===== src/rtl/uwire_pkg.sv =====
`timescale 1ns/1ps
// Shared constants and types for the three-wire serial master.
// Assumes a 16-bit register word and fixed control field positions,
// since software decodes them.
package uwire_pkg;
    localparam int WORD_W   = 16;
    localparam int CNT_W    = 5;
    localparam int CS_COUNT = 4;
    localparam int IDX_W    = $clog2(CS_COUNT);
    localparam int N_SETUP  = 5;

    // control/status field positions
    localparam int F_RD_LO  = 0;
    localparam int F_WR_LO  = 5;
    localparam int F_IDX_LO = 10;
    localparam int F_SEL    = 12;
    localparam int F_GO     = 13;
    localparam int F_BUSY   = 14;
    localparam int F_RDY    = 15;

    // setup register 5 bits
    localparam int S5_DMA   = 0;
    localparam int S5_AUTO  = 2;
    localparam int S5_TOG   = 3;

    typedef enum logic [1:0] {PH_IDLE, PH_WRITE, PH_READ} phase_t;

    typedef struct packed {
        logic [CNT_W-1:0]  nwr;
        logic [CNT_W-1:0]  nrd;
        logic [WORD_W-1:0] word;
    } xfer_cfg_t;

    function automatic logic [WORD_W-1:0] setup_mask(input int idx);
        case (idx)
            0:       return 16'h003F;
            1:       return 16'h0FC0;
            2:       return 16'h0003;
            3:       return 16'h0001;
            default: return 16'h000F;
        endcase
    endfunction
endpackage


===== src/rtl/uwire_regs.sv =====
`timescale 1ns/1ps
// Register file: transmit/receive words, control/status and setup registers.
// Produces the start request and the transfer configuration that the
// shifter captures. Assumes single-cycle bus strobes and word-aligned offsets.
module uwire_regs
    import uwire_pkg::*;
(
    input  logic              clk,
    input  logic              rst_n,
    input  logic              reg_wr,
    input  logic              reg_rd,
    input  logic [4:0]        reg_addr,
    input  logic [WORD_W-1:0] reg_wdata,
    output logic [WORD_W-1:0] reg_rdata,
    input  logic              tx_done,
    input  logic              rx_done,
    input  logic [WORD_W-1:0] rx_word,
    output logic [WORD_W-1:0] ctrl_q,
    output logic [3:0]        setup5,
    output logic              start,
    output xfer_cfg_t         cfg
);
    logic [2:0]        widx;
    logic [WORD_W-1:0] txbuf_q;
    logic [WORD_W-1:0] rxbuf_q;
    logic [WORD_W-1:0] setup_q [N_SETUP];
    logic              tdr_wr, csr_wr, rdr_rd;

    assign widx   = reg_addr[4:2];
    assign tdr_wr = reg_wr && (widx == 3'd0);
    assign csr_wr = reg_wr && (widx == 3'd1);
    assign rdr_rd = reg_rd && (widx == 3'd0);
    assign setup5 = setup_q[N_SETUP-1][3:0];

    // Start request: explicit strobe, or automatic start on a transmit write.
    always_comb begin
        start = (csr_wr && reg_wdata[F_GO])
             || (tdr_wr && setup5[S5_AUTO] && (setup5[S5_TOG] || ctrl_q[F_SEL]));
    end

    // Configuration for the shifter: use the value being written when it applies.
    always_comb begin
        cfg.nwr  = csr_wr ? reg_wdata[F_WR_LO +: CNT_W] : ctrl_q[F_WR_LO +: CNT_W];
        cfg.nrd  = csr_wr ? reg_wdata[F_RD_LO +: CNT_W] : ctrl_q[F_RD_LO +: CNT_W];
        cfg.word = tdr_wr ? reg_wdata : txbuf_q;
    end

    // Control/status register with the pending and ready flags.
    always_ff @(posedge clk) begin
        if (!rst_n) begin
            ctrl_q <= '0;
        end else begin
            if (csr_wr) begin
                ctrl_q <= {3'b000, reg_wdata[F_SEL:0]};
            end else begin
                if (tdr_wr) ctrl_q[F_BUSY] <= 1'b1;
                if (rdr_rd) ctrl_q[F_RDY]  <= 1'b0;
            end
            if (tx_done) ctrl_q[F_BUSY] <= 1'b0;
            if (rx_done) ctrl_q[F_RDY]  <= 1'b1;
        end
    end

    // Transmit and receive data words.
    always_ff @(posedge clk) begin
        if (!rst_n) begin
            txbuf_q <= '0;
            rxbuf_q <= '0;
        end else begin
            if (tdr_wr)  txbuf_q <= reg_wdata;
            if (rx_done) rxbuf_q <= rx_word;
        end
    end

    // Setup registers, each masked on write.
    for (genvar g = 0; g < N_SETUP; g++) begin : g_setup
        always_ff @(posedge clk) begin
            if (!rst_n)
                setup_q[g] <= '0;
            else if (reg_wr && (widx == 3'(g + 2)))
                setup_q[g] <= reg_wdata & setup_mask(g);
        end
    end

    // Read data selection by word offset.
    always_comb begin
        case (widx)
            3'd0:    reg_rdata = rxbuf_q;
            3'd1:    reg_rdata = ctrl_q;
            3'd2:    reg_rdata = setup_q[0];
            3'd3:    reg_rdata = setup_q[1];
            3'd4:    reg_rdata = setup_q[2];
            3'd5:    reg_rdata = setup_q[3];
            3'd6:    reg_rdata = setup_q[4];
            default: reg_rdata = '0;
        endcase
    end

    a_r5_ready_on_done: assert property (@(posedge clk) disable iff (!rst_n)
        rx_done |=> ctrl_q[F_RDY]);
    a_r6_busy_clears: assert property (@(posedge clk) disable iff (!rst_n)
        tx_done |=> !ctrl_q[F_BUSY]);
    a_r2_go_not_stored: assert property (@(posedge clk) disable iff (!rst_n)
        csr_wr |=> !ctrl_q[F_GO]);
endmodule


===== src/rtl/uwire_shifter.sv =====
`timescale 1ns/1ps
// Serial engine: a write phase of nwr bits MSB-first, then a read phase of
// nrd bits. The serial clock idles low, data changes on its falling edge and
// is sampled on its rising edge. Each half period is DIV_HALF system clocks.
// Start requests are taken only while idle.
module uwire_shifter
    import uwire_pkg::*;
#(
    parameter int DIV_HALF = 2
) (
    input  logic              clk,
    input  logic              rst_n,
    input  logic              start,
    input  xfer_cfg_t         cfg,
    input  logic              sdi,
    output logic              sclk,
    output logic              sdo,
    output logic              active,
    output logic              tx_done,
    output logic              rx_done,
    output logic [WORD_W-1:0] rx_word
);
    localparam int DIV_W = $clog2(DIV_HALF + 1);
    localparam logic [DIV_W-1:0] DIV_LAST = DIV_W'(DIV_HALF - 1);

    phase_t            phase;
    logic [DIV_W-1:0]  cnt;
    logic [CNT_W-1:0]  bitcnt;
    logic [CNT_W-1:0]  nrd_q;
    logic [WORD_W-1:0] shreg;
    logic [WORD_W-1:0] rxsh;

    assign active = (phase != PH_IDLE);
    assign sdo    = (phase == PH_WRITE) && shreg[WORD_W-1];

    // Phase sequencing, clock division, shifting and sampling.
    always_ff @(posedge clk) begin
        tx_done <= 1'b0;
        rx_done <= 1'b0;
        if (!rst_n) begin
            phase   <= PH_IDLE;
            sclk    <= 1'b0;
            cnt     <= '0;
            bitcnt  <= '0;
            nrd_q   <= '0;
            shreg   <= '0;
            rxsh    <= '0;
            rx_word <= '0;
        end else begin
            case (phase)
                PH_IDLE: begin
                    if (start) begin
                        cnt   <= '0;
                        sclk  <= 1'b0;
                        nrd_q <= cfg.nrd;
                        rxsh  <= '0;
                        shreg <= cfg.word;
                        if (cfg.nwr != '0) begin
                            phase  <= PH_WRITE;
                            bitcnt <= cfg.nwr;
                        end else if (cfg.nrd != '0) begin
                            phase  <= PH_READ;
                            bitcnt <= cfg.nrd;
                        end
                    end
                end
                default: begin
                    if (cnt == DIV_LAST) begin
                        cnt  <= '0;
                        sclk <= ~sclk;
                        if (!sclk) begin
                            if (phase == PH_READ) rxsh <= {rxsh[WORD_W-2:0], sdi};
                        end else if (bitcnt == CNT_W'(1)) begin
                            if (phase == PH_WRITE) begin
                                tx_done <= 1'b1;
                                if (nrd_q != '0) begin
                                    phase  <= PH_READ;
                                    bitcnt <= nrd_q;
                                end else begin
                                    phase <= PH_IDLE;
                                end
                            end else begin
                                rx_done <= 1'b1;
                                rx_word <= rxsh;
                                phase   <= PH_IDLE;
                            end
                        end else begin
                            bitcnt <= bitcnt - CNT_W'(1);
                            if (phase == PH_WRITE) shreg <= {shreg[WORD_W-2:0], 1'b0};
                        end
                    end else begin
                        cnt <= cnt + DIV_W'(1);
                    end
                end
            endcase
        end
    end

    a_r12_sclk_idle_low: assert property (@(posedge clk) disable iff (!rst_n)
        !active |-> !sclk);
    a_r10_busy_start_ignored: assert property (@(posedge clk) disable iff (!rst_n)
        (active && start) |=> $stable(nrd_q));
    a_r9_done_exclusive: assert property (@(posedge clk) disable iff (!rst_n)
        !(tx_done && rx_done));
endmodule


===== src/rtl/uwire_master.sv =====
`timescale 1ns/1ps
// Top of the three-wire serial master: the register file, the serial engine,
// select decoding and event routing. Assumes four device selects and a fixed
// clock division set by DIV_HALF.
module uwire_master
    import uwire_pkg::*;
#(
    parameter int DIV_HALF = 2
) (
    input  logic          clk,
    input  logic          rst_n,
    input  logic          reg_wr,
    input  logic          reg_rd,
    input  logic [4:0]    reg_addr,
    input  logic [15:0]   reg_wdata,
    output logic [15:0]   reg_rdata,
    output logic          sclk,
    output logic          sdo,
    input  logic          sdi,
    output logic [3:0]    cs_n,
    output logic          tx_irq,
    output logic          rx_irq,
    output logic          tx_dma_req
);
    logic [WORD_W-1:0] ctrl_q;
    logic [3:0]        setup5;
    logic              start;
    xfer_cfg_t         cfg;
    logic              tx_done, rx_done, active;
    logic [WORD_W-1:0] rx_word;

    uwire_regs u_regs (
        .clk      (clk),
        .rst_n    (rst_n),
        .reg_wr   (reg_wr),
        .reg_rd   (reg_rd),
        .reg_addr (reg_addr),
        .reg_wdata(reg_wdata),
        .reg_rdata(reg_rdata),
        .tx_done  (tx_done),
        .rx_done  (rx_done),
        .rx_word  (rx_word),
        .ctrl_q   (ctrl_q),
        .setup5   (setup5),
        .start    (start),
        .cfg      (cfg)
    );

    uwire_shifter #(.DIV_HALF(DIV_HALF)) u_shift (
        .clk    (clk),
        .rst_n  (rst_n),
        .start  (start),
        .cfg    (cfg),
        .sdi    (sdi),
        .sclk   (sclk),
        .sdo    (sdo),
        .active (active),
        .tx_done(tx_done),
        .rx_done(rx_done),
        .rx_word(rx_word)
    );

    // Select decode: one line low only when select-assert is set.
    for (genvar g = 0; g < CS_COUNT; g++) begin : g_cs
        assign cs_n[g] = !(ctrl_q[F_SEL] && (ctrl_q[F_IDX_LO +: IDX_W] == IDX_W'(g)));
    end

    // Event routing: transmit completion goes to interrupt or DMA request.
    always_comb begin
        tx_irq     = tx_done && !setup5[S5_DMA];
        tx_dma_req = tx_done &&  setup5[S5_DMA];
        rx_irq     = rx_done;
    end

    a_r9_tx_irq_pulse: assert property (@(posedge clk) disable iff (!rst_n)
        tx_irq |=> !tx_irq);
    a_r9_tx_one_route: assert property (@(posedge clk) disable iff (!rst_n)
        !(tx_irq && tx_dma_req));
    a_r8_cs_one_low: assert property (@(posedge clk) disable iff (!rst_n)
        $onehot0(~cs_n));
    a_r9_rx_irq_pulse: assert property (@(posedge clk) disable iff (!rst_n)
        rx_irq |=> !rx_irq);
endmodule


===== config.mk =====
export PLATFORM = sky130hd
export DESIGN_NAME = uwire_master
export DESIGN_NICKNAME = d
export VERILOG_FILES = /design/src/rtl/uwire_pkg.sv /design/src/rtl/uwire_regs.sv /design/src/rtl/uwire_shifter.sv /design/src/rtl/uwire_master.sv
export SDC_FILE = /design/constraint.sdc
export NUM_CORES = 1
export LEC_CHECK = 0
export BUFFER_PORTS_ARGS = -buffer_cell sky130_fd_sc_hd__buf_4
export CAP_MARGIN = 10
export CORE_AREA = 2 2 136 138
export CTS_CLUSTER_SIZE = 8
export DETAILED_ROUTE_END_ITERATION = 16
export DIE_AREA = 0 0 138 140
export PLACE_DENSITY = 0.48
export SLEW_MARGIN = 25
export SYNTH_ARGS = -nofsm -noshare
export SYNTH_HDL_FRONTEND = slang
export SYNTH_SLANG_ARGS = --single-unit

===== constraint.sdc =====
create_clock -name clk -period 2.96 [get_ports clk]
set_input_delay 0.444 -clock clk [delete_from_list [all_inputs] [get_ports clk]]
set_output_delay 0.444 -clock clk [all_outputs]
set_load 0.005 [all_outputs]

Yosys cells after proc, flatten, opt, wreduce, memory -nomap -nowiden
Memories as Yosys holds them, arrays and structs flattened.
Index checks and enable logic that the tools add are counted.

storage, ports and cells
  output and inout bits = 25
  memories = 1
  flip-flop bits (word level) = 112
  bits of input ports = 26
  logic and storage cells = 160
  bits in writable memories = 60

memory list
  name            depth  bits a word  read ports  clocked after memory_dff  wr ports  RTL line          text
  u_regs.setup_q  5      12           5           0                         5         uwire_regs.sv:26  logic [WORD_W-1:0] setup_q [N_SETUP];

cells by class
  bitwise operators = 11
  equality and inequality tests = 19
  muxes and demuxes = 66
  reductions and logical operators = 46
  add/sub/neg operators = 2

operator list
  operator               count
  $mux W16               12
  $pmux W16 S7           1
  $mux W12               5
  $mux W5                11
  $mux W2                13
  $mux W1                24
  $logic_and A1 B1 Y1    18
  $reduce_and A5 Y1      3
  $reduce_bool A5 Y1     3
  $reduce_bool A2 Y1     5
  $eq A3 B3 Y1 const B   3
  $eq A2 B1 Y1 const B   3
  $eq A2 B2 Y1 const B   3
  $eq A3 B2 Y1 const B   2
  $ne A2 B2 Y1 const B   3
  $not A1 Y1             6
  $reduce_and A6 Y1      1
  $eq A5 B1 Y1 const B   1
  $logic_not A1 Y1       5
  $or A1 B1 Y1           5
  $reduce_or A5 Y1       1
  $sub A5 B1 Y5 const B  1
  $logic_not A2 Y1       2
  $reduce_and A2 Y1      2
  other kinds (10)       11

Logic depth before layout (Yosys ltp)
Gate-level depths: netlist of the first run.

  depth after elaboration = 8
  gate-level depth with buffers = 8
  depth with buffers taken out = 7

Modules after synthesis
From an unflattened synthesis of the first run, not the netlist that was laid out.

unflattened totals
  cells, all modules = 642
  area total of the unflattened synthesis = 6,113.4 µm²

modules (own cells, without submodules)
  module         times used  cells an instance  area each (µm²)
  uwire_regs     1           280                3,078.0
  uwire_shifter  1           356                2,994.1
  uwire_master   1           6                  41.3

Worst setup path before layout of the first run
OpenSTA, ideal clock, no wires.

  path kind = input to register
  start point = input reg_addr[3]
  end point = memory u_regs.setup_q[0][0] (netlist bit), enable pin
  stages on the path = 5
  data required time = 2.580 ns
  path slack = 0.590 ns
  arrival = 1.990 ns
  path through = buf_1 buf_2 clkbuf_1 nand2_1 o31ai_1

RTL lines
  item                RTL line            text
  start: declaration  uwire_master.sv:14  input logic [4:0] reg_addr,
  end: declaration    uwire_regs.sv:26

Worst setup path in the final report of the first run
  start point = input reg_addr[2]
  end point = output reg_rdata[3]

between the ends
  longest elaborated chain between the ends = 2

RTL lines
  item                                        RTL line            text
  $eq A3 B3 Y1, or another cell as far along  uwire_regs.sv:87    case (widx)
  $pmux W16 S7 *                              uwire_regs.sv:87
  end: declaration                            uwire_master.sv:16  output logic [15:0] reg_rdata,

Mark *: on every way between the ends. The rest lies on a longest branch, timed or not.

==> results of run 1 <==
-- per-layer routing --
metal	track usage [%]	share of wire [%]	vias to the layer above	wire length, um
met5	0	0	-	0
met4	5.96	1.6	0	249
met3	3.69	3.8	19	611
met2	25.5	44	95	6980
met1	24.1	51	2300	8060
li1	-	-	2395	-
-- where the power goes --
part / internal [mW] / leakage (nW) / switching [mW]
Combinational: 0.112 / 1.36 / 0.155
Sequential: 1.83 / 1.09 / 0.0157
Clock: 1.36 / 0.298 / 0.836
Total: 3.30 / 2.75 / 1.01
-- cells by family (layout without fill, tap and decap cells) --
| family | count (synthesis) | in the layout | share of synthesized area, % |
|---|---|---|---|
| simple gates | 254 | 254 | 21.7 |
| mux | 63 | 63 | 10.5 |
| fa+ha+maj | 2 | 2 | 0.409 |
| flops | 131 | 131 | 46.0 |
| xor+xnor | 2 | 2 | 0.286 |
| compound gates | 146 | 146 | 17.5 |
| buf+inv | 55 | 103 | 3.68 |
-- metrics by stage --
stage | area [um^2] | cells
CTS | 7320 | 930
global route | 7320 | 930
finish | 7320 | 930
detailed placement | 6710 | 898
global placement | 6710 | 898
floorplan | 6120 | 653
-- final timing paths --
kind                            from            endpoint  cells past startpoint
setup reg to reg   u_shift.bitcnt[0]  u_shift.rx_word[9]                      6
setup / recovery         reg_addr[2]        reg_rdata[3]                      6
hold / removal                   sdi     u_shift.rxsh[0]                      3
hold reg to reg   u_shift.rx_word[7]  u_shift.rx_word[7]                      2
-- critical path: cells and delay by family --
| kind | cells | cell delay [ns] |
|---|---|---|
| buffers and inverters | 3 | 0.61 |
| AND/OR/NAND/NOR | 1 | 0.46 |
| AO/OA/AOI/OAI | 2 | 0.40 |
-- cell usage in the layout (no fill, tap or decap), types with 4 or more instances in the layout --
cell       netlist  routed
nor2_1          34      33
mux2i_1         54      54
inv_1            4       4
nand3b_1         5       5
and2_1          17      17
a21oi_1         10      10
nor3_1          13      13
mux2_2           9       9
o31ai_1          5       5
nor2b_1         45      45
a211oi_1        10      10
nand2_1         75      75
clkbuf_16        0      17
nand4_1          5       5
buf_4            2      67
edfxtp_1        19      19
o2111ai_1       15      15
a21boi_1        27      27
dfxtp_1        112     112
nand2b_1        19      19
o21ai_0         23      23
o211a_1          6       6
nand3_1         21      21
a21boi_0        27      27
a22oi_1          9       9
-- state kept, by name (all words and copies together), names as in the netlist --
signal	cells
u_regs.setup_q	19
u_shift.cnt	2
u_shift.rxsh	16
u_shift.sclk	1
u_regs.txbuf_q	16
u_shift.rx_word	16
u_shift.bitcnt	5
u_shift.shreg	16
u_regs.rxbuf_q	16
u_shift.rx_done	1
u_shift.nrd_q	5
u_shift.phase	2
u_regs.ctrl_q	15
u_shift.tx_done	1
-- final cells by class --
type / instances / area [um^2]
Clock buffer: 18 / 439
Timing Repair Buffer: 67 / 503
Fill cell: 1782 / 10500
Sequential cell: 131 / 2810
Inverter: 4 / 15.0
Tap cell: 229 / 287
Clock inverter: 14 / 175
Multi-Input combinational cell: 467 / 3090
==> flow_summary_export.csv, run 1 <==
group,metric,value,unit
timing,timing.fmax,423,MHz
setup_path,crit_slowest_cell,"nor2b_1",
place,routabilityCongestion,0.832,
setup_path,cp_max_fo,17,
yosys,synth_cells,653,
run,maxCapViolations,0,
timing,rsz0062_at_grt,"false",
setup_path,start_kind,"primary input",
global_route,grt_pass1_wl,25800,um
final_layout,final_util,41.2,%
clock_network,clock_latency,0.42,ns
yosys,ys_seq_area_share,46.0,%
yosys,synth.ff_latch_count,131,
clock_network,cts-buffers-inserted,17,
place,hpwl,11200,um
yosys,syn-num-nets,681,
clock_network,post_cts_resized,0,
global_route,grt_max_degree,50,
power_and_ir_drop,p_leak,2.75,nW
yosys,ys_types,52,
detailed_routing,drtPass1Iterations,5,
setup_path,path_common_cell,"buf_4",
final_layout,diodes,0,
clock_network,cts.clk_slew.worst_paths,0.06,ns
timing,setup-violations-final,0,
yosys,synth.most_common_cell,"dfxtp_1",
clock_network,postCtsSetupBuffers,0,
setup_path,slowest_delay,0.46,ns
setup_path,worstPathRequired,2.52,ns
detailed_routing,vias,4809,
timing,timing.final.ws_setup,0.597,ns
timing,drv_slew,0,
place,port_buffers,48,
global_route,grt-ovfl-total,0,
final_layout,synthToLayoutAreaGrowth,19.7,%
timing,whs,0.298,ns
yosys,synthTopCellsByCount,"dfxtp_1 (112), nand2_1 (75), mux2i_1 (54)",
place,place_ws,0.351,ns
die,initial_core_util,34.4,%
setup_path,timing_worst_setup_path_type,"in2out",
global_route,antenna_found_initial,0,
global_route,grt_pass1_vias,4647,
yosys,avgSynthCellArea,9.37,um^2
clock_network,cts_tree,"done",
timing,skew,0.00726,ns
detailed_routing,drc_errors,0,
yosys,yosys_warnings,0,
yosys,synth_edf_count,19,
yosys,async_flop_share,0,%
setup_path,cp-end-kind,"primary output",
timing,slew_headroom,49.0,%
yosys,synth_top_cells_by_area,"dfxtp_1 (37%), edfxtp_1 (9.3%), mux2i_1 (8.8%)",
yosys,yosys.area.top_type,"dfxtp_1",
die,die-area,19300,um^2
detailed_routing,routed_wl,15900,um
timing,finalHoldViolations,0,
power_and_ir_drop,p_total,4.31,mW
yosys,synth-main-ff-cell,"dfxtp_1",
yosys,synth_top_area_share,36.6,%
detailed_routing,postRouteAntennaNets,0,
worst_hold_path,worstHoldPathType,"in2reg",
clock_network,postCtsHoldBufs,0,
timing,final.setup.tns,0,ns
die,die_h,140,um
detailed_routing,via_per_inst,5.17,
setup_path,reg2reg_setup_slack,0.65,ns
run_status,status,"completed",
final_layout,drive_gt1_share,16.5,%
global_route,grt_use_total,17.0,%
setup_path,cp.arrival,1.92,ns
yosys,synthesis.area,6120,um^2
power_and_ir_drop,max-vdd-ir-drop,0.406,mV
clock_network,cts_buffer_depth,2,
detailed_routing,routedWlPerCell,17.1,um
timing,period_needed,2.36,ns
die,die_w,138,um
clock_network,htree_num_levels,4,
detailed_routing,drtIter0Drc,358,
die,ios,51,
die,rows,49,
setup_path,crit_chain,"buf_4 > buf_4 > nor2b_1 > a22oi_1 > o22ai_1 > buf_4",
clock_network,clkSinkCount,131,
final_layout,finalNetCount,716,
timing,finalCritPeriodShare,79.8,%
clock_network,clockRootBuffer,"clkbuf_16",
die,core-area,17800,um^2
timing,worstMarginPinSlew,0.766,ns
power_and_ir_drop,p_per_area,589,nW/um^2
No activity file was read; power rests on OpenSTA's default activity.
==> run 2: changes to the inputs <==
- ABC_AREA: not set -> 1
- CORE_AREA: 2 2 136 138 -> 2 2 131 133
- DIE_AREA: 0 0 138 140 -> 0 0 133 135
- PLACE_DENSITY: 0.48 -> 0.5
- clock period: 2.96 -> 2.1 ns (I/O delays scaled with it)
==> run 2 against run 1 <==
  * Via count increased by 6.9%
  * Total power increased by 59%
  * Critical path depth increased by 2
  * Largest cell class is now registers
  * Die area decreased by 7.1%
  * Synthesized cell count increased by 13%
  * Count of clock-buffer cells in the layout increased by 2
  * Flip-flop and latch count unchanged
  * Synthesized area decreased by 7.6%
==> flow_summary_export.csv, run 2 <==
group,metric,value,unit
run_status,status,"completed",
yosys,ys_types,42,
setup_path,worstPathRequired,1.78,ns
yosys,avgSynthCellArea,7.63,um^2
timing,drv_slew,0,
final_layout,diodes,0,
die,core-area,16400,um^2
power_and_ir_drop,netSwitchingFraction,25.2,%
clock_network,cts_tree,"done",
place,place_ws,0.0751,ns
die,die_h,135,um
die,die_w,133,um
timing,final.setup.tns,0,ns
detailed_routing,via_per_inst,4.92,
place,port_buffers,48,
clock_network,postCtsHoldBufs,0,
global_route,grt_pass1_wl,24700,um
global_route,grt_use_total,18.0,%
global_route,grt-ovfl-total,0,
die,initial_core_util,34.5,%
setup_path,cp-end-kind,"primary output",
die,die-area,18000,um^2
power_and_ir_drop,clkPwrFrac,47.8,%
yosys,synthTopCellsByCount,"nor2_1 (163), nand2_1 (120), dfxtp_1 (112)",
timing,timing.fmax,500,MHz
yosys,yosys_warnings,0,
clock_network,htree_num_levels,4,
timing,worstMarginPinSlew,0.493,ns
timing,rsz0062_at_grt,"false",
final_layout,final_common_cell,"nor2_1",
detailed_routing,vias,5141,
yosys,syn-num-nets,769,
timing,skew,0.0102,ns
global_route,grt_pass1_vias,4656,
yosys,synth_top_area_share,39.6,%
power_and_ir_drop,p_seq_share,40.0,%
power_and_ir_drop,p_leak,3.00,nW
final_layout,top_register,"u_regs.setup_q",
power_and_ir_drop,combPwrFrac,12.2,%
global_route,grt_max_degree,48,
final_layout,final_util,43.2,%
detailed_routing,postRouteAntennaNets,0,
final_layout,final_cell_mix,"nor2_1 (163), nand2_1 (120), dfxtp_1 (112)",
place,hpwl,11500,um
power_and_ir_drop,p_per_area,968,nW/um^2
clock_network,clockRootBuffer,"clkbuf_16",
yosys,async_flop_share,0,%
detailed_routing,drtIter0Drc,407,
detailed_routing,routed_wl,15800,um
final_layout,drive_gt1_share,17.4,%
timing,finalCritPeriodShare,95.2,%
yosys,synth.ff_latch_count,131,
power_and_ir_drop,p_int,5.13,mW
worst_hold_path,worstHoldPathType,"in2reg",
detailed_routing,drc_errors,0,
setup_path,start_kind,"primary input",
yosys,synthesis.area,5660,um^2
yosys,synth-main-ff-cell,"dfxtp_1",
setup_path,timing_worst_setup_path_type,"in2out",
clock_network,postCtsSetupBuffers,0,
die,ios,51,
clock_network,post_cts_resized,0,
power_and_ir_drop,max-vdd-ir-drop,0.648,mV
yosys,synth_edf_count,19,
timing,period_needed,2.00,ns
place,routabilityCongestion,0.816,
yosys,yosys.area.top_type,"dfxtp_1",
yosys,synth_top_cells_by_area,"dfxtp_1 (40%), nor2_1 (11%), edfxtp_1 (10%)",
power_and_ir_drop,total_switching_power,1.73,mW
run,maxCapViolations,0,
global_route,antenna_found_initial,0,
yosys,synth_cells,741,
clock_network,cts_buffer_depth,2,
timing,setup-violations-final,0,
final_layout,finalNetCount,839,
timing,timing.final.ws_setup,0.101,ns
yosys,ys_seq_area_share,49.7,%
timing,finalHoldViolations,0,
clock_network,cts-buffers-inserted,17,
detailed_routing,routedWlPerCell,15.1,um
final_layout,largest_reg_flops,19,
clock_network,clock_latency,0.42,ns
die,rows,47,
clock_network,clkSinkCount,131,
yosys,synth.most_common_cell,"nor2_1",
final_layout,synthToLayoutAreaGrowth,25.2,%
setup_path,cp_max_fo,8,
clock_network,cts.clk_slew.worst_paths,0.06,ns
timing,slew_headroom,67.1,%
final_layout,final_cell_area,7080,um^2
detailed_routing,drtPass1Iterations,5,
setup_path,cp.arrival,1.68,ns
place,placed_cell_area,6420,um^2
power_and_ir_drop,p_total,6.86,mW
-- run 2: cell types whose count changed after synthesis, sizes merged, moves of 22 or more --
| cell | previous run | this run |
|---|---|---|
| mux2i | 54 | 3 |
| a21boi | 54 | 0 |
| nor2b | 45 | 0 |
| inv | 4 | 64 |
| nor2 | 34 | 168 |
| o21ai | 24 | 94 |
| nand2 | 75 | 123 |
| a21oi | 10 | 32 |
-- run 2: final cells by class --
cell class                 count  area (um^2)
clock buffer                  20          489
clock inverter                12          171
fill                        1677         9320
inverter                      66          251
multi-input combinational    509         2420
sequential                   131         2810
tap                          220          275
timing repair buffer          86          658
-- run 2: layer usage --
layer | wire (um) | track usage (%) | up-vias
met2 | 6830 | 26.7 | 132
met5 | 0 | 0 | -
met1 | 7850 | 25.5 | 2418
li1 | - | - | 2572
met4 | 271 | 6.81 | 0
met3 | 846 | 4.02 | 19
-- run 2: per-stage QoR --
stage	std cells	hold WS, ns
floorplan	741	0.435
global placement	1012	0.442
detailed placement	1012	0.455
CTS	1044	0.149
global route	1044	0.187
finish	1044	0.163
-- run 2: path summary, 6_finish.rpt --
check	startpoint	cells past startpoint	slack, ns	end
min	reg_wdata[14]	3	0.16	u_regs.txbuf_q[14]
max reg2reg	u_shift.bitcnt[1]	7	0.24	u_shift.rx_word[10]
min reg2reg	u_regs.rxbuf_q[13]	2	0.47	u_regs.rxbuf_q[13]
max	reg_addr[4]	8	0.10	reg_rdata[6]
-- run 2: power by group through the flow --
stage | Sequential, mW | Clock [mW] | Combinational, mW
after floorplan | 2.78 | 0 | 0.582
after global placement | 2.79 | 0 | 0.831
after detailed placement | 2.79 | 0 | 0.840
after CTS | 2.74 | 3.33 | 0.843
after global routing | 2.76 | 3.44 | 0.947
final | 2.74 | 3.28 | 0.837
-- run 2: kinds of logic after synthesis --
family | Yosys count | share of synthesized area [%]
AO/OA/AOI/OAI | 155 | 15.4
XOR/XNOR | 3 | 0.465
adder cells (fa/ha/maj) | 2 | 0.442
buffers and inverters | 101 | 7.39
flip-flops | 131 | 49.7
multiplexers | 3 | 0.531
AND/OR/NAND/NOR | 346 | 26.1
-- run 2: critical path, stage by stage --
cell and delay, ns:
buf_4 0.12, buf_4 0.15, nor3_1 0.19, buf_4 0.17, inv_1 0.11, buf_4 0.17
o211ai_1 0.28, buf_4 0.17
